**src/rtl/lsh_pkg.sv**
```systemverilog
package lsh_pkg;
   localparam int unsigned LSH_VEC_W    = 128;
   localparam int unsigned LSH_BASE_W   = 8;
   localparam int unsigned LSH_NUM_SIZE = 4;
   localparam int unsigned LSH_AMT_W    = 8;

   typedef enum logic [1:0] {
      LSH_SZ_8  = 2'd0,
      LSH_SZ_16 = 2'd1,
      LSH_SZ_32 = 2'd2,
      LSH_SZ_64 = 2'd3
   } lsh_size_e;
endpackage

```
**src/rtl/lsh_lane.sv**
```systemverilog
module lsh_lane #(
   parameter int unsigned LANE_W = 8,
   parameter int unsigned AMT_W  = 8
) (
   input  logic [LANE_W-1:0] a_lane,
   input  logic [LANE_W-1:0] b_lane,
   input  logic              is_signed,
   output logic [LANE_W-1:0] res
);
   localparam int unsigned MAG_W = AMT_W + 1;
   localparam int unsigned SH_W  = (LANE_W > 1) ? $clog2(LANE_W) : 1;

   initial begin
      assert (LANE_W >= AMT_W) else $error("lane narrower than distance field");
      assert (LANE_W < (1 << AMT_W)) else $error("lane too wide for distance field");
   end

   logic [AMT_W-1:0]  amt;
   logic              neg;
   logic [MAG_W-1:0]  mag;
   logic              too_big;
   logic [SH_W-1:0]   sh;
   logic [LANE_W-1:0] left_r;
   logic [LANE_W-1:0] logic_r;
   logic [LANE_W-1:0] arith_r;

   assign amt = b_lane[AMT_W-1:0];

   generate
      if (LANE_W > AMT_W) begin : g_hi
         logic unused_hi_bits;
         assign unused_hi_bits = ^b_lane[LANE_W-1:AMT_W];
      end
   endgenerate

   assign neg     = amt[AMT_W-1];
   assign mag     = neg ? (~{1'b1, amt}) + MAG_W'(1) : {1'b0, amt};
   assign too_big = (mag >= MAG_W'(LANE_W));
   assign sh      = mag[SH_W-1:0];

   assign left_r  = a_lane << sh;
   assign logic_r = a_lane >> sh;
   assign arith_r = $signed(a_lane) >>> sh;

   always_comb begin
      if (too_big)        res = '0;
      else if (!neg)      res = left_r;
      else if (is_signed) res = arith_r;
      else                res = logic_r;
   end
endmodule

```
**src/rtl/lsh_size_bank.sv**
```systemverilog
module lsh_size_bank #(
   parameter int unsigned VEC_W  = 128,
   parameter int unsigned LANE_W = 8,
   parameter int unsigned AMT_W  = 8
) (
   input  logic [VEC_W-1:0] a_vec,
   input  logic [VEC_W-1:0] b_vec,
   input  logic             is_signed,
   output logic [VEC_W-1:0] res_vec
);
   localparam int unsigned NUM_LANES = VEC_W / LANE_W;

   initial begin
      assert (VEC_W % LANE_W == 0) else $error("vector not a whole number of lanes");
   end

   generate
      for (genvar i = 0; i < NUM_LANES; i++) begin : g_lane
         lsh_lane #(
            .LANE_W (LANE_W),
            .AMT_W  (AMT_W)
         ) u_lane (
            .a_lane    (a_vec[i*LANE_W +: LANE_W]),
            .b_lane    (b_vec[i*LANE_W +: LANE_W]),
            .is_signed (is_signed),
            .res       (res_vec[i*LANE_W +: LANE_W])
         );
      end
   endgenerate
endmodule

```
**src/rtl/lsh_out_reg.sv**
```systemverilog
module lsh_out_reg #(
   parameter int unsigned DATA_W = 128
) (
   input  logic              clk,
   input  logic              rst_n,
   input  logic              in_valid,
   input  logic [DATA_W-1:0] d,
   output logic              out_valid,
   output logic [DATA_W-1:0] q
);
   always_ff @(posedge clk) begin
      if (!rst_n) begin
         out_valid <= 1'b0;
         q         <= '0;
      end else begin
         out_valid <= in_valid;
         if (in_valid) q <= d;
      end
   end
endmodule

```
**src/rtl/lane_shift_unit.sv**
```systemverilog
module lane_shift_unit
   import lsh_pkg::*;
#(
   parameter int unsigned VEC_W    = LSH_VEC_W,
   parameter int unsigned BASE_W   = LSH_BASE_W,
   parameter int unsigned NUM_SIZE = LSH_NUM_SIZE,
   parameter int unsigned AMT_W    = LSH_AMT_W,
   parameter int unsigned SIZE_W   = $clog2(NUM_SIZE)
) (
   input  logic              clk,
   input  logic              rst_n,
   input  logic              in_valid,
   input  logic [VEC_W-1:0]  a_vec,
   input  logic [VEC_W-1:0]  b_vec,
   input  logic [SIZE_W-1:0] elem_size,
   input  logic              is_signed,
   input  logic              wide_form,
   output logic              out_valid,
   output logic [VEC_W-1:0]  result
);
   localparam int unsigned HALF_W = VEC_W / 2;
   localparam int unsigned MAX_W  = BASE_W << (NUM_SIZE - 1);

   initial begin
      assert (VEC_W % (2 * MAX_W) == 0 || VEC_W == MAX_W)
         else $error("vector width does not fit the widest lane");
      assert (AMT_W <= BASE_W) else $error("distance field wider than smallest lane");
      assert ((1 << SIZE_W) >= NUM_SIZE) else $error("size code too narrow");
   end

   logic [VEC_W-1:0] bank_res [NUM_SIZE];
   logic [VEC_W-1:0] sel_res;
   logic [VEC_W-1:0] masked_res;

   generate
      for (genvar s = 0; s < NUM_SIZE; s++) begin : g_bank
         lsh_size_bank #(
            .VEC_W  (VEC_W),
            .LANE_W (BASE_W << s),
            .AMT_W  (AMT_W)
         ) u_bank (
            .a_vec     (a_vec),
            .b_vec     (b_vec),
            .is_signed (is_signed),
            .res_vec   (bank_res[s])
         );
      end
   endgenerate

   always_comb begin
      sel_res = '0;
      for (int s = 0; s < NUM_SIZE; s++) begin
         if (elem_size == SIZE_W'(s)) sel_res = bank_res[s];
      end
   end

   assign masked_res = wide_form ? sel_res : {{HALF_W{1'b0}}, sel_res[HALF_W-1:0]};

   lsh_out_reg #(
      .DATA_W (VEC_W)
   ) u_out (
      .clk       (clk),
      .rst_n     (rst_n),
      .in_valid  (in_valid),
      .d         (masked_res),
      .out_valid (out_valid),
      .q         (result)
   );


   valid_follow_chk: assert property (@(posedge clk) disable iff (!rst_n)
      in_valid |=> out_valid);


   hold_when_idle_chk: assert property (@(posedge clk) disable iff (!rst_n)
      !in_valid |=> ($stable(result) && !out_valid));


   narrow_upper_zero_chk: assert property (@(posedge clk) disable iff (!rst_n)
      (in_valid && !wide_form) |=> (result[VEC_W-1:HALF_W] == '0));


   zero_dist_identity_chk: assert property (@(posedge clk) disable iff (!rst_n)
      (in_valid && wide_form && b_vec == '0) |=> (result == $past(a_vec)));


   min_dist_clears_chk: assert property (@(posedge clk) disable iff (!rst_n)
      (in_valid && elem_size == '0 && b_vec == {(VEC_W/8){8'h80}}) |=> (result == '0));
endmodule

```
**config.mk**
```make
export PLATFORM = sky130hd
export DESIGN_NAME = lane_shift_unit
export DESIGN_NICKNAME = d
export VERILOG_FILES = /design/src/rtl/lsh_pkg.sv /design/src/rtl/lsh_lane.sv /design/src/rtl/lsh_size_bank.sv /design/src/rtl/lsh_out_reg.sv /design/src/rtl/lane_shift_unit.sv
export SDC_FILE = /design/constraint.sdc
export NUM_CORES = 2
export LEC_CHECK = 0
export ABC_AREA = 1
export BUFFER_PORTS_ARGS = -buffer_cell sky130_fd_sc_hd__buf_4
export CELL_PAD_IN_SITES_DETAIL_PLACEMENT = 0
export CELL_PAD_IN_SITES_GLOBAL_PLACEMENT = 2
export CORE_UTILIZATION = 30
export DETAILED_ROUTE_END_ITERATION = 10
export MAX_ROUTING_LAYER = met4
export PLACE_DENSITY = 0.82
export SLEW_MARGIN = 20
export SYNTH_ARGS = -nofsm -noshare
export SYNTH_HDL_FRONTEND = slang
export SYNTH_SLANG_ARGS = --single-unit
```
**constraint.sdc**
```tcl
create_clock -name clk -period 5.34 [get_ports clk]
set_input_delay 0.801 -clock clk [delete_from_list [all_inputs] [get_ports clk]]
set_output_delay 0.801 -clock clk [all_outputs]
set_load 0.02 [all_outputs]
```
# Word-level counts from Yosys, hierarchy flattened
# Cells that the tools add are included.
op_classes:
  addsub: 16
  n_mul: 0
  div: 0
  n_lt_le_gt_ge: 30
  n_eq_ne: 3
  shift: 90
  mux: 111
  n_bitwise: 16
  n_reduce_logical: 1
ops:
  columns: ["cell", "count"]
  rows:
  - ["two-way mux 128 bit", 5]
  - ["two-way mux 16 bit", 24]
  - ["two-way mux 32 bit", 12]
  - ["two-way mux 64 bit", 6]
  - ["two-way mux 8 bit", 48]
  - ["adder 9 x 1 -> 9 bit, second input constant", 16]
  - ["greater-or-equal comparator 9 x 4 -> 1 bit, second input constant", 16]
  - ["two-way mux 9 bit", 16]
  - ["NOT 9 bit", 16]
  - ["left shift 16 x 4 -> 16 bit", 8]
  - ["left shift 32 x 5 -> 32 bit", 4]
  - ["left shift 64 x 6 -> 64 bit", 2]
  - ["left shift 8 x 3 -> 8 bit", 16]
  - ["right shift 16 x 4 -> 16 bit", 8]
  - ["right shift 32 x 5 -> 32 bit", 4]
  - ["right shift 64 x 6 -> 64 bit", 2]
  - ["right shift 8 x 3 -> 8 bit", 16]
  - [">>> shifter 16 x 4 -> 16 bit", 8]
  - [">>> shifter 32 x 5 -> 32 bit", 4]
  - [">>> shifter 64 x 6 -> 64 bit", 2]
  - [">>> shifter 8 x 3 -> 8 bit", 16]
  - ["greater-or-equal comparator 9 x 5 -> 1 bit, second input constant", 8]
  - ["greater-or-equal comparator 9 x 6 -> 1 bit, second input constant", 4]
  - ["greater-or-equal comparator 9 x 7 -> 1 bit, second input constant", 2]
  - ["other kinds (3)", 4]
word_totals:
  regBits: 129
  latchBits: 0
  ramBits: 0
  rom_bits: 0
  input_bits: 263
  out_inout_bits: 129
  elab_cells: 269
  n_memories: 0

# Longest topological paths before layout
logic_depth:
  word_depth: 12
  depth_mapped: 25
  ltp_nobuf: 22

# Cells and area by module
# Synthesis repeated with hierarchy kept, for this count alone.
unflattened:
  cells_unflattened: 16657
  hier_area_um2: 74692.9
modules_own_cells:
  columns: ["module", "instances", "cells_each", "area_per_inst_um2", "seq_area_each_um2"]
  rows:
  - ["lsh_lane at g_bank[3].u_bank.g_lane[0].u_lane ...", 2, 2293, 9756.9, 0.0]
  - ["lsh_lane at g_bank[2].u_bank.g_lane[0].u_lane ...", 4, 1028, 4404.2, 0.0]
  - ["lsh_lane at g_bank[1].u_bank.g_lane[0].u_lane ...", 8, 439, 1944.4, 0.0]
  - ["lsh_lane at g_bank[0].u_bank.g_lane[0].u_lane ...", 16, 170, 792.0, 0.0]
  - ["lsh_out_reg", 1, 814, 5363.9, 2582.5]
  - ["lane_shift_unit", 1, 913, 3971.3, 0.0]

# Least setup slack after synthesis
# Ideal clock, no wire load.
synth_timing:
  path_kind: "input-to-reg"
  from: "input b_vec[0]"
  to: "register u_out.q[28]"
  setup_ns: 0.113
  arrival_ns: 2.896
  required_time_ns: 5.227
  path_slack_ns: 2.331
  cell_stages: 20
  n_path_buf: 4
  cell_sequence: "buf_4 > inv_2 > buf_2 > ha_1 > inv_1 > nand2_1 > nand2_2 > buf_4 > buf_2 > nand2_1 > nand2_1 > nor2_1 > a31oi_2 > nand2_1 > nand3_1 > nand3_1 > nand3_1 > nand2_1 > o21ai_1 > inv_1"
synth_via:
  elab_chain_len: 10
  elab_cells_between_ends: 20
  cone_classes: "1 x add/sub; 2 x order compare; 6 x shift; 10 x mux; 1 x bitwise"
synth_lines:
  columns: ["item", "line", "source"]
  rows:
  - ["from (decl)", "lane_shift_unit.sv:14", "input logic [VEC_W-1:0] b_vec,"]
  - ["NOT 9 bit", "lsh_lane.sv:37", "assign mag = neg ? (~{1'b1, amt}) + MAG_W'(1) : {1'b0, amt};"]
  - ["adder 9 x 1 -> 9 bit", "lsh_lane.sv:37", null]
  - ["two-way mux 9 bit (*)", "lsh_lane.sv:37", null]
  - ["right shift 32 x 5 -> 32 bit or >>> shifter 32 x 5 -> 32 bit (tied branches)", "lsh_lane.sv:42, lsh_lane.sv:43", null]
  - ["two-way mux 32 bit", "lsh_lane.sv:48", "else if (is_signed) res = arith_r;"]
  - ["two-way mux 32 bit", "lsh_lane.sv:47", "else if (!neg) res = left_r;"]
  - ["two-way mux 32 bit", "lsh_lane.sv:46", "if (too_big) res = '0;"]
  - ["two-way mux 128 bit", "lane_shift_unit.sv:53", "if (elem_size == SIZE_W'(s)) sel_res = bank_res[s];"]
  - ["two-way mux 128 bit (*)", "lane_shift_unit.sv:53", null]
  - ["two-way mux 128 bit (*)", "lane_shift_unit.sv:57", "assign masked_res = wide_form ? sel_res : {{HALF_W{1'b0}}, sel_res[HALF_W-1:0]};"]
  - ["to (signal assigned)", "lsh_out_reg.sv:14", "q <= '0;"]
  - ["to (signal assigned)", "lsh_out_reg.sv:17", "if (in_valid) q <= d;"]
  - ["to (decl)", "lsh_out_reg.sv:9", "output logic [DATA_W-1:0] q"]
# Mark *: on every way between the ends. The rest lies on a longest branch, timed or not.
# A chain may end at the register's enable or synchronous reset.

# Worst setup path in the final report
layout_timing:
  from: "input b_vec[112]"
  to: "register u_out.q[127]"
layout_via:
  elab_chain_len: 11
  elab_cells_between_ends: 14
  cone_classes: "1 x add/sub; 1 x order compare; 3 x shift; 8 x mux; 1 x bitwise"
layout_lines:
  columns: ["item", "line"]
  rows:
  - ["NOT 9 bit", "lsh_lane.sv:37"]
  - ["adder 9 x 1 -> 9 bit", "lsh_lane.sv:37"]
  - ["two-way mux 9 bit (*)", "lsh_lane.sv:37"]
  - ["right shift 16 x 4 -> 16 bit or >>> shifter 16 x 4 -> 16 bit (tied branches)", "lsh_lane.sv:42, lsh_lane.sv:43"]
  - ["two-way mux 16 bit", "lsh_lane.sv:48"]
  - ["two-way mux 16 bit", "lsh_lane.sv:47"]
  - ["two-way mux 16 bit (*)", "lsh_lane.sv:46"]
  - ["two-way mux 128 bit (*) (3 in series)", "lane_shift_unit.sv:53"]
  - ["two-way mux 128 bit (*)", "lane_shift_unit.sv:57"]
# Marks and branches as above.

==> results.yml <==
outcome:
  run_status: "completed"
clock_network:
  ctsRootBufferMaster: "sky130_fd_sc_hd__clkbuf_16"
  post_cts_hold_buffer_count: 0
  worst_skew_pair.late_latency_ns: 0.55
  postCtsSetupRepairBufs: 0
  cts_bufs_inserted: 17
  htree_levels: 4
  clk_pin_slew_worst_paths_ns: 0.07
  cts.sinks: 129
  cts-resized-gates: 0
  cts_tree: "done"
  cts_max_path_buffers: 2
floorplan:
  row_count: 150
  floorplan.initialDensity: 0.303
  io_pins: 392
  die_area_um2: 171000
  vertical_extent_of_the_die_um: 413
  chipWidth_um: 413
  core-area_um2: 168000
detailed_routing:
  drc: 0
  drt-pass1-iter-count: 9
  number_of_nets_with_antenna_violations_after_routing: 0
  drt-wirelength-per-cell_um: 28.1
  route.vias.total: 78465
  drtIter0Drc: 10974
  avgViaCountPerCell: 5.94
  route.final.wire_length_mm: 370
pwr:
  p_per_area_nw_per_um2: 188
  swShare: 0.640
  pwr-share-seq: 0.102
  power_switching_mw: 6.73
  power_leakage_nw: 27.3
  power_frac_comb: 0.769
  power.clock.fraction: 0.129
  irDropWorstVdd_mv: 0.176
  cell_internal_pwr_mw: 3.78
yosys:
  post_synth_inst_count: 11053
  postSynthRegisterBits: 129
  synth_top_cell_area_share: 0.339
  synth_cell_types: 60
  synthesis.area_per_instance_um2: 4.59
  synth.yosys.seq_area_share: 0.0509
  synth.yosys.warnings: 0
  asyncSetResetFlopFracSynth: 0
  synthTopCellsByArea: "sky130_fd_sc_hd__nand2_1 (34%), sky130_fd_sc_hd__nand3_1 (13%), sky130_fd_sc_hd__o21ai_0 (11%)"
  synthesis.nets: 11332
  post-synth-top-area-cell: "sky130_fd_sc_hd__nand2_1"
  synth_top_flop_cell: "sky130_fd_sc_hd__dfxtp_1"
  synth_enable_flop_cells: 0
  synth_area_um2: 50800
finish:
  layout-area-overhead-vs-synth_pct: 10.0
  area.sequential_um2: 2580
  multiInputGateArea_um2: 42500
  nFillCells: 20303
  post_route_cells_drive_above_1_share: 0.0777
  nets: 11234
setup_path:
  critical_path_required_ns: 5.81
  cp-end-kind: "flop"
  regToRegStartpoint: "u_out.q[25]"
  cp_cell_sequence: "buf_4, inv_1, ha_1, o21ai_2, nand2_1, o21ai_0, nand2_1, o21ai_0, nand4_1, nand3_1, nand2_1, nor2_1, nand2_1, a21oi_1"
  worst-path-max-fanout: 49
  rr_endpoint: "u_out.q[25]"
  critical_path.slowest_cell: "sky130_fd_sc_hd__o21ai_2"
  cp-start-kind: "input port"
  crit_path_class: "in -> reg"
  critical_path_buf_inv_count: 2
  worst_path_dominant_cell_family: "simple AND/OR/NAND/NOR gates"
  crit_arrival_ns: 4.87
  regToRegSetupSlack_ns: 4.35
  slowest_delay_ns: 0.74
  critical-path-top-cell-by-count: "sky130_fd_sc_hd__nand2_1"
  reg2reg_depth: 2
timing:
  layout_worst_path_cycle_share: 0.824
  skew_ns: 0
  report.final.hold_viol_count: 0
  totalNegativeSetupSlack_ns: 0
  layout_setup_ws_ns: 0.939
  rsz0062_at_grt: "false"
  final_count_of_pins_violating_max_slew: 0
  timing.slew.headroom: 0.209
  worst-slew-pin-transition_ns: 1.18
  final-setup-viol-count: 0
  fin_crit_ns: 4.40
  achievable-frequency_ghz: 0.227
run:
  cap_violations: 0
hold_path:
  hold_depth: 2
  min-delay-path-class: "reg -> reg"
  worstHoldEndpoint: "u_out.q[74]"
  worstHoldStart: "u_out.q[74]"
placement:
  dpl_worst_slack_ns: 0.669
  gp_congestion: 1.11
  post-dp-hpwl_mm: 291
  port_buffer_count: 391
global_route:
  grt_antenna_before_repair: 24
  global_route.overflow_total: 0
  grtUsageTotal: 0.426
  global_route_wire_length_before_repair_mm: 517
  grt_max_degree: 124
  number_of_global_route_vias_before_repair: 70377
[cells by family after synthesis]
logic type               after synthesis  synth area share
XOR/XNOR                               3          0.000518
buffers and inverters               1333             0.114
adder cells (fa/ha/maj)               16           0.00394
multiplexers                          11           0.00217
AO/OA/AOI/OAI                       2334             0.247
flip-flops                           129            0.0509
AND/OR/NAND/NOR                     7227             0.582
[cell usage after synthesis, types with 82 or more instances]
cell                       count
sky130_fd_sc_hd__nand3_1    1338
sky130_fd_sc_hd__a21oi_1     623
sky130_fd_sc_hd__buf_1        89
sky130_fd_sc_hd__o211ai_1    155
sky130_fd_sc_hd__nand4_1      82
sky130_fd_sc_hd__nor2_1      998
sky130_fd_sc_hd__o21ai_0    1159
sky130_fd_sc_hd__clkbuf_1    286
sky130_fd_sc_hd__buf_2       325
sky130_fd_sc_hd__o21ai_1     216
sky130_fd_sc_hd__inv_1       502
sky130_fd_sc_hd__dfxtp_1     129
sky130_fd_sc_hd__nand2_1    4587
[worst max path at each step]
stage                     from           end  slack, ns  depth (start not counted)
floorplan             b_vec[0]   u_out.q[28]       2.33                         20
global placement    b_vec[112]  u_out.q[127]       0.65                         14
detailed placement  b_vec[112]  u_out.q[127]       0.67                         14
CTS                 b_vec[112]  u_out.q[127]       1.24                         14
global route        b_vec[112]  u_out.q[127]       0.82                         14
finish              b_vec[112]  u_out.q[127]       0.94                         14
[per-stage QoR]
step / area, µm² / total power [mW] / hold WS (ns) / std cells / util
2_1_floorplan: 50800 / 5.81 / 0.545 / 11053 / -
3_3_place_gp: 55200 / 8.88 / 0.454 / 13140 / 0.329
3_5_place_dp: 55200 / 8.83 / 0.458 / 13140 / 0.329
4_1_cts: 55800 / 10.2 / 0.467 / 13172 / 0.333
5_1_grt: 55800 / 11.0 / 0.485 / 13194 / 0.333
6_report: 55900 / 10.5 / 0.466 / 13199 / 0.333
[cell usage in the layout (no fill, tap or decap), types with 6 or more instances in the layout]
| cell | n |
|---|---|
| sky130_fd_sc_hd__o21bai_1 | 16 |
| sky130_fd_sc_hd__o211ai_1 | 155 |
| sky130_fd_sc_hd__nor4_1 | 6 |
| sky130_fd_sc_hd__a211oi_1 | 6 |
| sky130_fd_sc_hd__o21ai_0 | 1156 |
| sky130_fd_sc_hd__nor3_1 | 67 |
| sky130_fd_sc_hd__nand2_4 | 7 |
| sky130_fd_sc_hd__inv_1 | 498 |
| sky130_fd_sc_hd__nand2_1 | 4581 |
| sky130_fd_sc_hd__clkinv_2 | 6 |
| sky130_fd_sc_hd__a21oi_1 | 623 |
| sky130_fd_sc_hd__o31ai_1 | 8 |
| sky130_fd_sc_hd__o22ai_1 | 16 |
| sky130_fd_sc_hd__and2_1 | 20 |
| sky130_fd_sc_hd__nor2_2 | 22 |
| sky130_fd_sc_hd__a21boi_0 | 6 |
| sky130_fd_sc_hd__diode_2 | 27 |
| sky130_fd_sc_hd__o21ai_1 | 215 |
| sky130_fd_sc_hd__buf_12 | 24 |
| sky130_fd_sc_hd__or2_0 | 6 |
| sky130_fd_sc_hd__a31oi_1 | 48 |
| sky130_fd_sc_hd__o21a_1 | 31 |
| sky130_fd_sc_hd__nand3b_1 | 17 |
| sky130_fd_sc_hd__dfxtp_1 | 129 |
| sky130_fd_sc_hd__or2_2 | 37 |
| sky130_fd_sc_hd__ha_1 | 16 |
| sky130_fd_sc_hd__clkinv_1 | 18 |
| sky130_fd_sc_hd__or2_1 | 21 |
| sky130_fd_sc_hd__nand4_1 | 82 |
| sky130_fd_sc_hd__buf_4 | 625 |
| sky130_fd_sc_hd__inv_2 | 42 |
| sky130_fd_sc_hd__clkbuf_16 | 17 |
| sky130_fd_sc_hd__nor2_1 | 990 |
| sky130_fd_sc_hd__o21ai_2 | 12 |
| sky130_fd_sc_hd__o2111ai_1 | 10 |
| sky130_fd_sc_hd__a22oi_1 | 6 |
| sky130_fd_sc_hd__nand2_2 | 19 |
| sky130_fd_sc_hd__nand3_1 | 1338 |
| sky130_fd_sc_hd__mux2i_1 | 11 |
[layout make-up]
class                           count  area share
Clock inverter                     13     0.00246
Timing Repair Buffer              651      0.0930
Clock buffer                       19     0.00793
Sequential cell                   129      0.0462
Inverter                          565      0.0383
Multi-Input combinational cell   9591       0.761
Antenna cell                       27     0.00121
Tap cell                         2204      0.0494
[power groups by stage]
stage / combinational (mW) / sequential [mW] / clock [mW]
CTS: 7.77 / 1.07 / 1.36
floorplan: 4.69 / 1.12 / 0
global placement: 7.78 / 1.09 / 0
finish: 8.07 / 1.07 / 1.36
global route: 8.57 / 1.08 / 1.39
detailed placement: 7.73 / 1.09 / 0
[worst reg2reg max path, delay by kind of cell, from the launching register on]
kind             cells  cell delay (ns)
AO/OA/AOI/OAI        1             0.14
flip-flops           1             0.66
AND/OR/NAND/NOR      1             0.14
[layer usage]
layer	GRT usage	routed length [µm]	vias up
li1	-	-	36192
met1	0.567	159000	36725
met2	0.616	154000	4773
met3	0.0803	37300	775
met4	0.199	20100	0
met5	-	0	-
[flip-flops by register name, summed over array words and instances (netlist names)]
| register | cells |
|---|---|
| u_out.q | 128 |
| u_out.out_valid | 1 |
Note: power is estimated with default switching activity, not from simulation.
